==> src/rtl/wiper_i2c_pkg.sv <==
`timescale 1ns/1ps
package wiper_i2c_pkg;
   localparam int BYTE_W = 8;
   localparam int PTR_W  = 8;
   localparam int CNT_W  = 4;

   typedef enum logic [2:0] {
      ST_IDLE   = 3'd0,
      ST_ID     = 3'd1,
      ST_ADDR   = 3'd2,
      ST_WDATA  = 3'd3,
      ST_READ   = 3'd4,
      ST_IGNORE = 3'd5
   } tgt_state_e;
endpackage

==> src/rtl/i2c_line_sampler.sv <==
`timescale 1ns/1ps
module i2c_line_sampler #(
   parameter int SYNC_STAGES = 2
) (
   input  logic clk,
   input  logic rst_n,
   input  logic scl_i,
   input  logic sda_i,
   output logic scl_s,
   output logic sda_s,
   output logic scl_rise,
   output logic scl_fall,
   output logic start_evt,
   output logic stop_evt
);
   logic [SYNC_STAGES-1:0] scl_ff;
   logic [SYNC_STAGES-1:0] sda_ff;
   logic                   scl_q;
   logic                   sda_q;

   generate
      if (SYNC_STAGES == 1) begin : g_single
         always_ff @(posedge clk or negedge rst_n) begin
            if (!rst_n) begin
               scl_ff <= '1;
               sda_ff <= '1;
            end else begin
               scl_ff <= scl_i;
               sda_ff <= sda_i;
            end
         end
      end else begin : g_chain
         always_ff @(posedge clk or negedge rst_n) begin
            if (!rst_n) begin
               scl_ff <= '1;
               sda_ff <= '1;
            end else begin
               scl_ff <= {scl_ff[SYNC_STAGES-2:0], scl_i};
               sda_ff <= {sda_ff[SYNC_STAGES-2:0], sda_i};
            end
         end
      end
   endgenerate

   assign scl_s = scl_ff[SYNC_STAGES-1];
   assign sda_s = sda_ff[SYNC_STAGES-1];

   always_ff @(posedge clk or negedge rst_n) begin
      if (!rst_n) begin
         scl_q <= 1'b1;
         sda_q <= 1'b1;
      end else begin
         scl_q <= scl_s;
         sda_q <= sda_s;
      end
   end

   assign scl_rise  = scl_s & ~scl_q;
   assign scl_fall  = ~scl_s & scl_q;
   assign start_evt = scl_s & scl_q & sda_q & ~sda_s;
   assign stop_evt  = scl_s & scl_q & ~sda_q & sda_s;
endmodule

==> src/rtl/wiper_reg_bank.sv <==
`timescale 1ns/1ps
module wiper_reg_bank
   import wiper_i2c_pkg::*;
#(
   parameter int NUM_CH   = 2,
   parameter int WIPER_W  = 7,
   parameter int INIT_TAP = 64
) (
   input  logic                        clk,
   input  logic                        wr_en,
   input  logic [PTR_W-1:0]            wr_idx,
   input  logic [WIPER_W-1:0]          wr_val,
   input  logic [PTR_W-1:0]            rd_idx,
   output logic [BYTE_W-1:0]           rd_byte,
   output logic [NUM_CH*WIPER_W-1:0]   wiper_flat
);
   generate
      for (genvar c = 0; c < NUM_CH; c++) begin : g_ch
         logic [WIPER_W-1:0] tap_q = WIPER_W'(INIT_TAP);
         always_ff @(posedge clk) begin
            if (wr_en && (wr_idx == PTR_W'(c)))
               tap_q <= wr_val;
         end
         assign wiper_flat[c*WIPER_W +: WIPER_W] = tap_q;
      end
   endgenerate

   always_comb begin
      rd_byte = '0;
      for (int c = 0; c < NUM_CH; c++) begin
         if (rd_idx == PTR_W'(c))
            rd_byte = BYTE_W'(wiper_flat[c*WIPER_W +: WIPER_W]);
      end
   end
endmodule

==> src/rtl/i2c_target_fsm.sv <==
`timescale 1ns/1ps
module i2c_target_fsm
   import wiper_i2c_pkg::*;
#(
   parameter int         NUM_CH     = 2,
   parameter int         WIPER_W    = 7,
   parameter logic [3:0] ID_NIBBLE  = 4'b0101
) (
   input  logic               clk,
   input  logic               rst_n,
   input  logic               sda_s,
   input  logic               scl_rise,
   input  logic               scl_fall,
   input  logic               start_evt,
   input  logic               stop_evt,
   input  logic [2:0]         addr_pins,
   input  logic [BYTE_W-1:0]  rd_byte,
   output logic [PTR_W-1:0]   rd_ptr,
   output logic               wr_en,
   output logic [PTR_W-1:0]   wr_idx,
   output logic [WIPER_W-1:0] wr_val,
   output logic               sda_oe,
   output tgt_state_e         state
);
   localparam logic [CNT_W-1:0] LAST_BIT = CNT_W'(8);
   localparam logic [CNT_W-1:0] ACK_BIT  = CNT_W'(9);

   logic [CNT_W-1:0]  bit_cnt;
   logic [BYTE_W-1:0] shreg;
   logic [BYTE_W-1:0] tx_q;
   logic [PTR_W-1:0]  ptr;
   logic              ack_q;
   logic              byte_ok;
   logic              ptr_ok;

   assign ptr_ok = int'(ptr) < NUM_CH;

   always_comb begin
      case (state)
         ST_ID:    byte_ok = (shreg[7:4] == ID_NIBBLE) && (shreg[3:1] == addr_pins);
         ST_ADDR:  byte_ok = 1'b1;
         ST_WDATA: byte_ok = ptr_ok;
         default:  byte_ok = 1'b0;
      endcase
   end

   assign rd_ptr = (state == ST_READ) ? ptr + PTR_W'(1) : ptr;
   assign wr_en  = (state == ST_WDATA) && scl_rise && (bit_cnt == ACK_BIT) && ack_q;
   assign wr_idx = ptr;
   assign wr_val = shreg[WIPER_W-1:0];

   always_ff @(posedge clk or negedge rst_n) begin
      if (!rst_n) begin
         state   <= ST_IDLE;
         bit_cnt <= '0;
         shreg   <= '0;
         tx_q    <= '0;
         ptr     <= '0;
         ack_q   <= 1'b0;
         sda_oe  <= 1'b0;
      end else if (start_evt) begin
         state   <= ST_ID;
         bit_cnt <= '0;
         ack_q   <= 1'b0;
         sda_oe  <= 1'b0;
      end else if (stop_evt) begin
         state   <= ST_IDLE;
         bit_cnt <= '0;
         ack_q   <= 1'b0;
         sda_oe  <= 1'b0;
      end else begin
         case (state)
            ST_ID, ST_ADDR, ST_WDATA: begin
               if (scl_rise && (bit_cnt < LAST_BIT)) begin
                  shreg   <= {shreg[BYTE_W-2:0], sda_s};
                  bit_cnt <= bit_cnt + CNT_W'(1);
               end else if (scl_fall && (bit_cnt == LAST_BIT)) begin
                  bit_cnt <= ACK_BIT;
                  ack_q   <= byte_ok;
                  sda_oe  <= byte_ok;
                  if (state == ST_ADDR)
                     ptr <= shreg;
               end else if (scl_fall && (bit_cnt == ACK_BIT)) begin
                  bit_cnt <= '0;
                  sda_oe  <= 1'b0;
                  case (state)
                     ST_ID: begin
                        if (!ack_q) begin
                           state <= ST_IGNORE;
                        end else if (shreg[0]) begin
                           state  <= ST_READ;
                           tx_q   <= rd_byte;
                           sda_oe <= ~rd_byte[BYTE_W-1];
                        end else begin
                           state <= ST_ADDR;
                        end
                     end
                     ST_ADDR:  state <= ST_WDATA;
                     default:  ptr   <= ptr + PTR_W'(1);
                  endcase
               end
            end
            ST_READ: begin
               if (scl_rise && (bit_cnt < LAST_BIT)) begin
                  bit_cnt <= bit_cnt + CNT_W'(1);
               end else if (scl_fall && (bit_cnt != '0) && (bit_cnt < LAST_BIT)) begin
                  sda_oe <= ~tx_q[3'd7 - bit_cnt[2:0]];
               end else if (scl_fall && (bit_cnt == LAST_BIT)) begin
                  sda_oe  <= 1'b0;
                  bit_cnt <= ACK_BIT;
               end else if (scl_rise && (bit_cnt == ACK_BIT)) begin
                  ack_q <= ~sda_s;
               end else if (scl_fall && (bit_cnt == ACK_BIT)) begin
                  bit_cnt <= '0;
                  ptr     <= ptr + PTR_W'(1);
                  if (ack_q) begin
                     tx_q   <= rd_byte;
                     sda_oe <= ~rd_byte[BYTE_W-1];
                  end else begin
                     state  <= ST_IGNORE;
                     sda_oe <= 1'b0;
                  end
               end
            end
            default: begin
               sda_oe <= 1'b0;
            end
         endcase
      end
   end
endmodule

==> src/rtl/wiper_i2c_target.sv <==
`timescale 1ns/1ps
module wiper_i2c_target
   import wiper_i2c_pkg::*;
#(
   parameter int         NUM_CH      = 2,
   parameter int         WIPER_W     = 7,
   parameter int         INIT_TAP    = 64,
   parameter int         SYNC_STAGES = 2,
   parameter logic [3:0] ID_NIBBLE   = 4'b0101
) (
   input  logic                      clk,
   input  logic                      rst_n,
   input  logic                      scl_i,
   input  logic                      sda_i,
   output logic                      sda_oe,
   input  logic [2:0]                addr_pins,
   output logic [NUM_CH*WIPER_W-1:0] wiper_o
);
   initial begin : g_param_chk
      if (NUM_CH < 1 || NUM_CH > 255)
         $error("wiper_i2c_target: NUM_CH out of range");
      if (WIPER_W < 1 || WIPER_W > BYTE_W)
         $error("wiper_i2c_target: WIPER_W must fit in one byte");
      if (SYNC_STAGES < 1)
         $error("wiper_i2c_target: SYNC_STAGES must be at least 1");
      if (INIT_TAP < 0 || INIT_TAP >= (1 << WIPER_W))
         $error("wiper_i2c_target: INIT_TAP exceeds wiper width");
   end

   logic              scl_s;
   logic              sda_s;
   logic              scl_rise;
   logic              scl_fall;
   logic              start_evt;
   logic              stop_evt;
   logic [PTR_W-1:0]  rd_ptr;
   logic [BYTE_W-1:0] rd_byte;
   logic              wr_en;
   logic [PTR_W-1:0]  wr_idx;
   logic [WIPER_W-1:0] wr_val;
   tgt_state_e        state;

   i2c_line_sampler #(
      .SYNC_STAGES (SYNC_STAGES)
   ) u_sampler (
      .clk       (clk),
      .rst_n     (rst_n),
      .scl_i     (scl_i),
      .sda_i     (sda_i),
      .scl_s     (scl_s),
      .sda_s     (sda_s),
      .scl_rise  (scl_rise),
      .scl_fall  (scl_fall),
      .start_evt (start_evt),
      .stop_evt  (stop_evt)
   );

   i2c_target_fsm #(
      .NUM_CH    (NUM_CH),
      .WIPER_W   (WIPER_W),
      .ID_NIBBLE (ID_NIBBLE)
   ) u_fsm (
      .clk       (clk),
      .rst_n     (rst_n),
      .sda_s     (sda_s),
      .scl_rise  (scl_rise),
      .scl_fall  (scl_fall),
      .start_evt (start_evt),
      .stop_evt  (stop_evt),
      .addr_pins (addr_pins),
      .rd_byte   (rd_byte),
      .rd_ptr    (rd_ptr),
      .wr_en     (wr_en),
      .wr_idx    (wr_idx),
      .wr_val    (wr_val),
      .sda_oe    (sda_oe),
      .state     (state)
   );

   wiper_reg_bank #(
      .NUM_CH   (NUM_CH),
      .WIPER_W  (WIPER_W),
      .INIT_TAP (INIT_TAP)
   ) u_bank (
      .clk        (clk),
      .wr_en      (wr_en),
      .wr_idx     (wr_idx),
      .wr_val     (wr_val),
      .rd_idx     (rd_ptr),
      .rd_byte    (rd_byte),
      .wiper_flat (wiper_o)
   );
endmodule

==> config.mk <==
export PLATFORM = sky130hd
export DESIGN_NAME = wiper_i2c_target
export DESIGN_NICKNAME = d
export VERILOG_FILES = /design/src/rtl/wiper_i2c_pkg.sv /design/src/rtl/i2c_line_sampler.sv /design/src/rtl/wiper_reg_bank.sv /design/src/rtl/i2c_target_fsm.sv /design/src/rtl/wiper_i2c_target.sv
export SDC_FILE = /design/constraint.sdc
export NUM_CORES = 1
export LEC_CHECK = 0
export ABC_CLOCK_PERIOD_IN_PS = 2470
export BUFFER_PORTS_ARGS = -buffer_cell sky130_fd_sc_hd__buf_2
export CAP_MARGIN = 10
export CORE_ASPECT_RATIO = 2
export CORE_MARGIN = 4
export CORE_UTILIZATION = 55
export CTS_CLUSTER_DIAMETER = 50
export DETAILED_ROUTE_END_ITERATION = 7
export PLACE_DENSITY = 0.72
export SLEW_MARGIN = 20
export SYNTH_ARGS = -nofsm -noshare
export SYNTH_HDL_FRONTEND = slang
export SYNTH_SLANG_ARGS = --single-unit
==> constraint.sdc <==
create_clock -name clk -period 2.47 [get_ports clk]
set_input_delay 0.3705 -clock clk [delete_from_list [all_inputs] [get_ports clk]]
set_output_delay 0.3705 -clock clk [all_outputs]
set_load 0.05 [all_outputs]
# Word-level counts from Yosys, hierarchy flattened
# Cells that the tools add are included.
dict set report op_classes {
  n_addsub 3
  multipliers 0
  n_div 0
  magnitude_cmp 3
  n_eq_ne 42
  shift 0
  mux 79
  bitwise_logic 15
  n_reduce_logical 26
}
# operator count
set op_table {}
lappend op_table {{$mux 8} 23}
lappend op_table {{$mux 3} 13}
lappend op_table {{$mux 4} 9}
lappend op_table {{$ne 4x4->1 const B} 9}
lappend op_table {{$pmux 8 s2} 2}
lappend op_table {{$mux 1} 23}
lappend op_table {{$ne 6x6->1 const B} 3}
lappend op_table {{$eq 8x1->1 const B} 2}
lappend op_table {{$logic_not 8->1} 2}
lappend op_table {{$reduce_and 15->1} 1}
lappend op_table {{$mux 7} 2}
lappend op_table {{$ne 2x2->1 const B} 7}
lappend op_table {{$logic_and 1x1->1} 12}
lappend op_table {{$pmux 3 s2} 2}
lappend op_table {{$reduce_and 12->1} 1}
lappend op_table {{$reduce_and 11->1} 1}
lappend op_table {{$ne 2x1->1 const B} 5}
lappend op_table {{$ne 5x3->1 const B} 2}
lappend op_table {{$add 8x1->8 const B} 1}
lappend op_table {{$eq 4x4->1 const B} 2}
lappend op_table {{$lt 8x2->1 const B} 1}
lappend op_table {{$ne 4x3->1 const B} 2}
lappend op_table {{$pmux 4 s2} 1}
lappend op_table {{$reduce_bool 4->1} 2}
lappend op_table {{26 further kinds} 40}
dict set report totals {
  ff_bits 53
  latch_bits 0
  ramBits 0
  mem_bits_ro 0
  elab_cells 181
  n_memories 0
}

# Logic depth before layout (Yosys ltp)
# Gate-level depths: netlist (run 1).
dict set report logic_depth {
  depth_word 12
  mapped_depth 8
}

# Hierarchy
# Synthesis (run 1) repeated with hierarchy kept, for this count alone.
dict set report unflattened {
  cells_unflattened 304
  area_unflattened_um2 3273.1
}
# module instances cells_per_inst area_per_inst_um2 seq_area_each_um2
set modules_own_cells {}
lappend modules_own_cells {i2c_target_fsm 1 254 2488.6 825.8}
lappend modules_own_cells {wiper_reg_bank 1 40 594.3 420.4}
lappend modules_own_cells {i2c_line_sampler 1 10 190.2 157.7}

# Worst setup path after synthesis (run 1)
# OpenSTA, ideal clock, no wires.
dict set report synth_timing {
  path_type {register to register}
  start {register u_fsm.ptr[5] (netlist: u_fsm.wr_idx[5])}
  end {register u_bank.g_ch[0].tap_q[0], enable pin}
  arrival_ns 1.730
  path_slack_ns 0.414
  stages_incl_launch_ff 6
  n_path_buf 1
  period_less_slack_ns 2.056
  path_cell_list {dfrtp_1 -> buf_6 -> or3_4 -> or4_1 -> nor4_1 -> and2_1}
}
dict set report synth_between {
  elab_chain_len 2
}
# item line_no
set synth_rtl {}
lappend synth_rtl {{start: declaration} i2c_target_fsm.sv:31} ;# logic [PTR_W-1:0] ptr;
lappend synth_rtl {{start signal: assignment} i2c_target_fsm.sv:82} ;# ptr <= shreg;
lappend synth_rtl {{start signal: assignment} i2c_target_fsm.sv:99} ;# default: ptr <= ptr + PTR_W'(1);
lappend synth_rtl {{start signal: assignment} i2c_target_fsm.sv:115} ;# ptr <= ptr + PTR_W'(1);
lappend synth_rtl {{$logic_not 8->1} wiper_reg_bank.sv:21} ;# if (wr_en && (wr_idx == PTR_W'(c)))
lappend synth_rtl {{$logic_and 1x1->1} wiper_reg_bank.sv:21}
lappend synth_rtl {{end signal: assignment} wiper_reg_bank.sv:22} ;# tap_q <= wr_val;
lappend synth_rtl {{end: declaration} wiper_reg_bank.sv:19} ;# logic [WIPER_W-1:0] tap_q = WIPER_W'(INIT_TAP);
# No other way between the ends.
# A chain may end at the register's enable or synchronous reset.

# Final worst setup path (run 1)
dict set report layout_timing {
  start {register u_fsm.bit_cnt[1]}
  end {register u_bank.g_ch[0].tap_q[3], enable pin}
}
dict set report layout_between {
  elab_chain_len 4
}
# item line_no
set layout_rtl {}
lappend layout_rtl {{start: declaration} i2c_target_fsm.sv:28} ;# logic [CNT_W-1:0] bit_cnt;
lappend layout_rtl {{start signal: assignment} i2c_target_fsm.sv:76} ;# bit_cnt <= bit_cnt + CNT_W'(1);
lappend layout_rtl {{start signal: assignment} i2c_target_fsm.sv:105} ;# bit_cnt <= bit_cnt + CNT_W'(1);
lappend layout_rtl {{$eq 4x4->1} i2c_target_fsm.sv:48} ;# assign wr_en = (state == ST_WDATA) && scl_rise && (bit_cnt == ACK_BIT) && ack_q;
lappend layout_rtl {{$logic_and 1x1->1 (2 in series)} i2c_target_fsm.sv:48}
lappend layout_rtl {{$logic_and 1x1->1} wiper_reg_bank.sv:21}
# No other way between the ends.

==> metrics.sh, run 1 <==
VIAS_PER_CELL=6.402
DETAIL_ROUTE.FIRST_PASS.ITERATIONS=4
START_KIND='register'
CRITPATHARRIVALTIME_PS=2250
CTS_ROOT_BUFFER='clkbuf_8'
MULTI_INPUT_AREA_MM2=0.001479
FINAL-SEQ-AREA_MM2=0.001379
SYNTH.YOSYS.WARNINGS=0
SYNTHARSTFLOPSHARE_PCT=73.08
SLOWEST_DELAY_PS=450
FP.DIEW_UM=60.06
TIMING.CRITICAL_PATH.FANOUT_MAX=7
LAYOUT_MIN_CYCLE_TIME_PS=2247
ANT_NETS=0
LARGEST_NET_DEGREE_AT_THE_START_OF_GLOBAL_ROUTING=39
CTS_TREE='yes'
DIE_AREA_MM2=0.006734
HPWLAFTERDP_UM=5198
OVERFLOW=0
DESIGN.FINAL.NETS=320
YOSYS.AREA_SHARE.ADDER_PCT=2.518
WL_PER_CELL_UM=18.64
NUMCLOCKSINKS=52
PLACED_STANDARD_CELL_AREA_MM2=0.003168
SYNTH_COMPOUND_GATE_AREA_SHARE_PCT=20.60
FMAX_MHz=445.1
DOMINANTREGCELLSYNTH='dfrtp_1'
CLOCK_PIN_SLEW_ON_THE_WORST_SETUP_AND_HOLD_PATHS_PS=90
IO_BUFFER_COUNT=21
ANTENNA_FOUND_INITIAL=0
FLOORPLAN.INITIALDENSITY_PCT=57.50
YS_SEQ_ELEMENTS=52
FINALCRITPERIODSHARE_PCT=90.95
LEAKAGE_nW=1.386
CLOCK_H_TREE_LEVELS=2
AREA_GROWTH_PCT=9.106
NUMCTSBUFFERS=5
NETLIST_TOP_CELLS_AREA='dfrtp_1, edfxtp_1, dfstp_2'
SYNTHMOSTINSTANTIATEDCELL='dfrtp_1'
WIRELENGTH_UM=6821
NETLIST-CELL-TYPE-COUNT=70
POST_CTS_HOLD_BUFFER_COUNT=0
SYNTH.TOP_CELLS.BY_COUNT='dfrtp_1, nand2_1, a21oi_1, a221oi_1, edfxtp_1'
FLOORPLAN.DIE.HEIGHT_UM=112.1
ANTENNA_DIODE_INSTANCE_COUNT=0
TIMING_MAX_TRANSITION_VIOLATIONS_FINAL=0
CRITICAL-PATH-SLOWEST-CELL='dfrtp_1'
P_PER_AREA_mW_PER_MM2=782.4
YS_SEQ_AREA_SHARE_PCT=46.24
YOSYS_TOP_CELL_AREA_SHARE_PCT=26.86
FINALCOREUTILIZATION_PCT=62.74
SYNTHXORXNORAREAFRAC_PCT=1.762
TIMING.CRITICAL_PATH.CELLS='inv_1, ha_1, nor4bb_1, nand2_1, nor4_1, and2_2'
FLOORPLAN.ROWS=37
GPL_CONGESTION=0.9386
INSERTION_DELAY_PS=300
POSTSYNTHNETCOUNT=295
PATH_CLASS='reg2reg'
WORST-ENDPOINT-REQUIRED_PS=2470
FINAL-SETUP-VIOL-COUNT=0
POST-ROUTE-CELL-AREA_MM2=0.003253
CORE_MM2=0.005185
YOSYS-MUX-AREA-FRACTION_PCT=6.546
SETUP_SKEW_AFTER_LAYOUT_PS=10.17
FIRST_PASS_GRT_WIRE_LENGTH_UM=11050
HOLD-WORST-SLACK_PS=154.9
POST_CTS.RESIZED_INSTANCES=0
SYNTH.CELL_AREA_MM2=0.002982
IO-PIN-COUNT=22
SYNTHSIMPLEGATEAREAFRAC_PCT=18.09
VDD_IR_DROP_MAX_mV=0.6761
SETUP_TOTAL_NEGATIVE_SLACK_PS=0
LARGEST_FAMILY_OF_LOGIC_CELLS_BY_SYNTHESIZED_AREA='compound AO/OA/AOI/OAI gates'
ROUTE.VIAS.TOTAL=2343
POST_CTS.REPAIR.SETUP_BUFFERS=0
DRIVE_GT1_SHARE_PCT=23.38
STATUS='complete, no violations'
MIN_PATH_TYPE='in2reg'
GRT_USE_TOTAL_PCT=21.69
SYNTH-EDFF-COUNT=14
REPORTED_MAX_CAP_VIOLATION_COUNT=0
LAYOUT_FILLER_CELL_COUNT=451
SYNTHESIS.INSTANCES=282
MEASURED_SLEW_AT_THE_WORST_SLEW_CHECK_PIN_PS=846.0
CP_ENDPOINT_KIND='register'
TIMING.CRITICAL_PATH.MAX_DELAY_FAMILY='simple AND/OR/NAND/NOR gates'
CLK_PATH_BUF_DEPTH=2
POST-SYNTH-TOP-AREA-CELL='dfrtp_1'
GRT_PASS1_VIAS=2281
DRT_DRC_VIOLATIONS_LEFT=0
AVERAGE_FOOTPRINT_OF_A_SYNTHESIZED_CELL_UM2=10.57
CRITPATHBUFINV=1
FINAL-HOLD-VIOLATION-COUNT=0
GRT_SETUP_UNREPAIRED='no'
MAX-SLEW-MARGIN-REL_PCT=43.60
DETAIL_ROUTE.ITER0.VIOLATIONS=119
## final cells by class
type	count	area share, %
timing repair buffer	35	6.462
clock inverter	3	0.4231
clock buffer	5	2.115
tap	58	2.231
inverter	8	0.9231
sequential	52	42.38
multi-input combinational	205	45.46
## final timing paths
check | endpoint | startpoint | cells after the start | slack, ps
worst max-delay path | u_bank.g_ch[0].tap_q[3]$_DFFE_PP_ | u_fsm.bit_cnt[1]$_DFFE_PN0P_ | 6 | 220
worst min register to register | u_sampler.scl_ff[1]$_DFF_PN1_ | u_sampler.scl_ff[0]$_DFF_PN1_ | 0 | 360
worst max register to register | u_bank.g_ch[0].tap_q[3]$_DFFE_PP_ | u_fsm.bit_cnt[1]$_DFFE_PN0P_ | 6 | 220
min in group asynchronous | u_fsm.state[1]$_DFFE_PN0P_ | rst_n | 1 | 160
max in group asynchronous | u_fsm.wr_idx[1]$_DFFE_PN0P_ | rst_n | 1 | 1770
worst min-delay path | u_sampler.scl_ff[0]$_DFF_PN1_ | scl_i | 1 | 150
## cells in the final DEF, fill, tap and decap left out, types with 7 or more instances in the layout
master    instances
nand3_1           9
nand2_1          25
a221oi_1         14
o21ai_0          12
inv_1             7
edfxtp_1         14
buf_2            21
dfrtp_1          32
a21oi_1          17
nor2_1           12
buf_4            14
mux2_2            8
o31ai_1           8
## through the flow
stage / setup slack (ps) / cells / power, mW
6_report: 223.4 / 366 / 2.545
2_1_floorplan: 413.7 / 282 / 1.837
4_1_cts: 133.6 / 366 / 2.552
5_1_grt: 50.07 / 366 / 2.696
3_3_place_gp: 208.1 / 358 / 2.082
3_5_place_dp: 156.8 / 358 / 2.101
## cells by family after synthesis
logic type / count (synthesis)
AOI/OAI and AO/OA: 88
and+or+nand+nor: 88
DFF: 52
buffers and inverters: 25
muxes: 17
xor gates and xnor gates: 6
adders and majority gates: 6
## report_power, final
| group | total [mW] | switching (mW) | internal, mW |
|---|---|---|---|
| Combinational | 0.886 | 0.490 | 0.395 |
| Clock | 0.457 | 0.266 | 0.191 |
| Sequential | 1.20 | 0.196 | 1.01 |
| Total | 2.55 | 0.952 | 1.59 |
## registers in the layout (all words and copies together) (netlist names)
name	cells
u_sampler.scl_ff	2
u_fsm.tx_q	7
u_sampler.scl_q	1
u_fsm.ack_q	1
u_fsm.state	3
u_fsm.sda_oe	1
u_fsm.bit_cnt	4
u_fsm.wr_idx	8
u_fsm.shreg	8
u_bank.g_ch.tap_q	14
u_sampler.sda_q	1
u_sampler.sda_ff	2
## routing by layer
metal	up-vias	track usage [%]	wire length, µm
met5	-	0	0
met4	0	10.21	254
met3	16	3.107	208
met2	58	38.95	3820
met1	1134	23.64	2537
li1	1135	-	-
No activity file was read; power rests on OpenSTA's default activity.
==> run 2: changes to the inputs <==
- ABC_AREA: unset -> 1
- PLACE_DENSITY: 0.72 -> 0.73
==> run 2 against run 1 <==
Non-clock buffer count down 12. Via count up 5.4%. Critical path depth up 6. Critical path type unchanged. Final cell count up 20%. Clock-buffer cell count unchanged. Core utilization down 0.67 points. Combinational power up 99%. Synthesized cell count up 27%. Clock skew down 3.0 ps. Sequential share of layout area up 0.082 points.
==> metrics.sh, run 2 <==
POSTSYNTHNETCOUNT=372  # was 295
POST_CTS_HOLD_BUFFER_COUNT=0  # unchanged
ANTENNA_FOUND_INITIAL=0  # unchanged
CLK_PATH_BUF_DEPTH=2  # unchanged
GRT_PASS1_VIAS=2499  # was 2281
GRT_SETUP_UNREPAIRED='no'  # unchanged
HPWLAFTERDP_UM=5232  # was 5198 µm
NUMCLOCKSINKS=52  # unchanged
NETLIST_TOP_CELLS_AREA='dfrtp_1, edfxtp_1, nand2_1'  # was dfrtp_1, edfxtp_1, dfstp_2
SYNTHMOSTINSTANTIATEDCELL='nand2_1'  # was dfrtp_1
DOMINANTREGCELLSYNTH='dfrtp_1'  # unchanged
REGISTERS.TOP_BY_FF_COUNT='u_bank.g_ch.tap_q'  # unchanged
DESIGN.FINAL.NETS=395  # was 320
SYNTH.YOSYS.WARNINGS=0  # unchanged
GRT_USE_TOTAL_PCT=22.93  # was 21.69%
MEASURED_SLEW_AT_THE_WORST_SLEW_CHECK_PIN_PS=870.8  # was 846.0 ps
WIRELENGTH_UM=6841  # was 6821 µm
LAYOUT.CELLS.MOST_COMMON='nand2_1'  # was dfrtp_1
CP_ENDPOINT_KIND='register'  # unchanged
FLOORPLAN.DIE.HEIGHT_UM=112.6  # was 112.1 µm
FP.DIEW_UM=60.32  # was 60.06 µm
AVERAGE_FOOTPRINT_OF_A_SYNTHESIZED_CELL_UM2=8.385  # was 10.57 µm²
LEAKAGE_nW=1.553  # was 1.386 nW
GRT_UTIL_MET2_PCT=40.53  # was 38.95%
INSERTION_DELAY_PS=320  # was 300 ps
FINAL-INSTANCE-COUNT-EXCL-FILL=441  # was 366
WL_PER_CELL_UM=15.51  # was 18.64 µm
LARGEST_NET_DEGREE_AT_THE_START_OF_GLOBAL_ROUTING=39  # unchanged
VIAS_PER_CELL=5.599  # was 6.402
DP_CELLS=433  # was 358
MET3_TRACK_UTILIZATION_FROM_GLOBAL_ROUTING_PCT=3.567  # was 3.107%
TIMING.CRITICAL_PATH.FANOUT_MAX=10  # was 7
WORST-ENDPOINT-REQUIRED_PS=2730  # was 2470 ps
DRIVE_GT1_SHARE_PCT=18.28  # was 23.38%
STATUS='complete, no violations'  # unchanged
FLOORPLAN.ROWS=37  # unchanged
DETAIL_ROUTE.FIRST_PASS.ITERATIONS=5  # was 4
SYNTH-EDFF-COUNT=14  # unchanged
NUMCTSBUFFERS=5  # unchanged
IO-PIN-COUNT=22  # unchanged
CORE_MM2=0.005231  # was 0.005185 mm²
LARGEST_REGISTER_FFS=14  # unchanged
DIE_AREA_MM2=0.006793  # was 0.006734 mm²
YS_SEQ_ELEMENTS=52  # unchanged
ANTENNA_DIODE_INSTANCE_COUNT=0  # unchanged
MAX-SLEW-MARGIN-REL_PCT=41.94  # was 43.60%
SYNTHARSTFLOPSHARE_PCT=73.08  # unchanged
POST-SYNTH-TOP-AREA-CELL='dfrtp_1'  # unchanged
LAYOUT_FILLER_CELL_COUNT=490  # was 451
YOSYS_TOP_CELL_AREA_SHARE_PCT=26.60  # was 26.86%
GRT_MAX_USAGE_LAYER='met2'  # unchanged
MIN_PATH_TYPE='in2reg'  # unchanged
DRT_DRC_VIOLATIONS_LEFT=0  # unchanged
NETLIST-CELL-TYPE-COUNT=43  # was 70
CRITPATHARRIVALTIME_PS=2260  # was 2250 ps
SETUP_SKEW_AFTER_LAYOUT_PS=7.139  # was 10.17 ps
VDD_IR_DROP_MAX_mV=0.7012  # was 0.6761 mV
YS_SEQ_AREA_SHARE_PCT=45.80  # was 46.24%
POST_CTS.RESIZED_INSTANCES=0  # unchanged
FLOORPLAN.INITIALDENSITY_PCT=57.55  # was 57.50%
SYNTH.TOP_CELLS.BY_COUNT='nand2_1, dfrtp_1, nand3_1, nor2_1, inv_1'  # was dfrtp_1, nand2_1, a21oi_1, a221oi_1, edfxtp_1
SETUP_TOTAL_NEGATIVE_SLACK_PS=0  # unchanged
LAYOUT_MIN_CYCLE_TIME_PS=2004  # was 2247 ps
TIMING_MAX_TRANSITION_VIOLATIONS_FINAL=0  # unchanged
AREA_GROWTH_PCT=7.855  # was 9.106%
CLOCK_PIN_SLEW_ON_THE_WORST_SETUP_AND_HOLD_PATHS_PS=100  # was 90 ps
P_PER_AREA_mW_PER_MM2=1118  # was 782.4 mW/mm²
REG2REG_SLACK_PS=470  # was 220 ps
CTS_ROOT_BUFFER='clkbuf_8'  # unchanged
GRT_UTIL_MET1_PCT=24.40  # was 23.64%
FINAL-SETUP-VIOL-COUNT=0  # unchanged
POST_CTS.REPAIR.SETUP_BUFFERS=0  # unchanged
ROUTE.VIAS.TOTAL=2469  # was 2343
CLOCK_H_TREE_LEVELS=2  # unchanged
FMAX_MHz=499.0  # was 445.1 MHz
FINAL-HOLD-VIOLATION-COUNT=0  # unchanged
IO_BUFFER_COUNT=21  # unchanged
SYNTH.CELL_AREA_MM2=0.003010  # was 0.002982 mm²
SYNTHESIS.INSTANCES=359  # was 282
FIRST_PASS_GRT_WIRE_LENGTH_UM=11660  # was 11050 µm
OVERFLOW=0  # unchanged
START_KIND='register'  # unchanged
CTS_TREE='yes'  # unchanged
DETAIL_ROUTE.ITER0.VIOLATIONS=86  # was 119
GPL_CONGESTION=0.9129  # was 0.9386
LAYOUT.CELLS.MOST_COMMON_LIST='nand2_1, dfrtp_1, nor2_1, nand3_1, inv_1'  # was dfrtp_1, nand2_1, buf_2
FINALCRITPERIODSHARE_PCT=81.13  # was 90.95%
PATH_CLASS='reg2reg'  # unchanged
REPORTED_MAX_CAP_VIOLATION_COUNT=0  # unchanged
ANT_NETS=0  # unchanged
==> run 2: changes by cell type in the layout (fill, tap and decap cells not counted), moves of 14 or more <==
| cell | change |
|---|---|
| a221oi_1 | -14 |
| inv_1 | +22 |
| nand2_1 | +75 |
| nand3_1 | +22 |
| nor2_1 | +19 |
| o21ai_0 | +16 |
==> run 2: cell type report <==
| class | count | area (µm²) | share of cell area [%] |
|---|---|---|---|
| clock buffers | 5 | 68.82 | 2.119 |
| clock inverters | 3 | 28.78 | 0.8863 |
| inverters | 35 | 143.9 | 4.432 |
| multi-input cells | 265 | 1434 | 44.16 |
| flip-flops and latches | 52 | 1379 | 42.47 |
| well taps | 58 | 72.57 | 2.235 |
| repair buffers | 23 | 120.1 | 3.699 |
==> run 2: power by group <==
| group | total (mW) | internal [mW] | leakage [nW] | switching, mW |
|---|---|---|---|---|
| logic | 1.76 | 0.611 | 0.889 | 1.15 |
| registers | 1.34 | 1.09 | 0.613 | 0.245 |
| clock network | 0.529 | 0.214 | 0.0511 | 0.315 |
| total | 3.63 | 1.92 | 1.55 | 1.71 |
==> run 2: kinds of logic (layout without fill, tap and decap cells) <==
kind of cell	Yosys count	count (layout)	synth area share (%)
mux	2	2	0.7481
compound gates	49	49	9.601
simple gates	202	202	33.04
buf+inv	42	66	6.566
flops	52	52	45.80
fa+ha+maj	6	6	2.494
xor+xnor	6	6	1.746
==> run 2: per-layer routing <==
| layer | wire [µm] | up-vias |
|---|---|---|
| li1 | - | 1231 |
| met1 | 2552 | 1151 |
| met2 | 3752 | 61 |
| met3 | 206 | 26 |
| met4 | 330 | 0 |
| met5 | 0 | - |
==> run 2: metrics by stage <==
stage                     hold slack, ps  util, %  area [µm²]  worst slack, ps  power (mW)
final                              130.0    62.07        3247            466.0       3.630
after global routing               120.4    62.07        3247            299.4       3.919
after CTS                          122.8    62.07        3247            492.1       3.641
after detailed placement           346.9    60.20        3149            519.6       3.096
after global placement             345.4    60.20        3149            573.3       3.067
after floorplan                    74.91        -        3010            440.8       2.767
==> run 2: path summary, 6_finish.rpt <==
path                                                      end  cells after the start                     startpoint
min in group asynchronous           u_fsm.tx_q[3]$_DFFE_PN0P_                      1                          rst_n
max in group asynchronous         u_fsm.wr_idx[4]$_DFFE_PN0P_                      1                          rst_n
worst max-delay path              u_fsm.wr_idx[1]$_DFFE_PN0P_                     12   u_fsm.bit_cnt[1]$_DFFE_PN0P_
worst min-delay path            u_sampler.scl_ff[0]$_DFF_PN1_                      1                          scl_i
worst max register to register    u_fsm.wr_idx[1]$_DFFE_PN0P_                     12   u_fsm.bit_cnt[1]$_DFFE_PN0P_
worst min register to register  u_sampler.sda_ff[1]$_DFF_PN1_                      0  u_sampler.sda_ff[0]$_DFF_PN1_
==> run 2: critical path, stage by stage, from the launching register on <==
cell and delay, ps:
dfrtp_1 420, inv_1 190, ha_1 200, nand3_2 80, nor2_1 170, inv_1 130
nand3_1 120, nand3_1 100, nor2_2 170, nand2_4 120, inv_2 120, nand2_1 50
o21ai_1 70
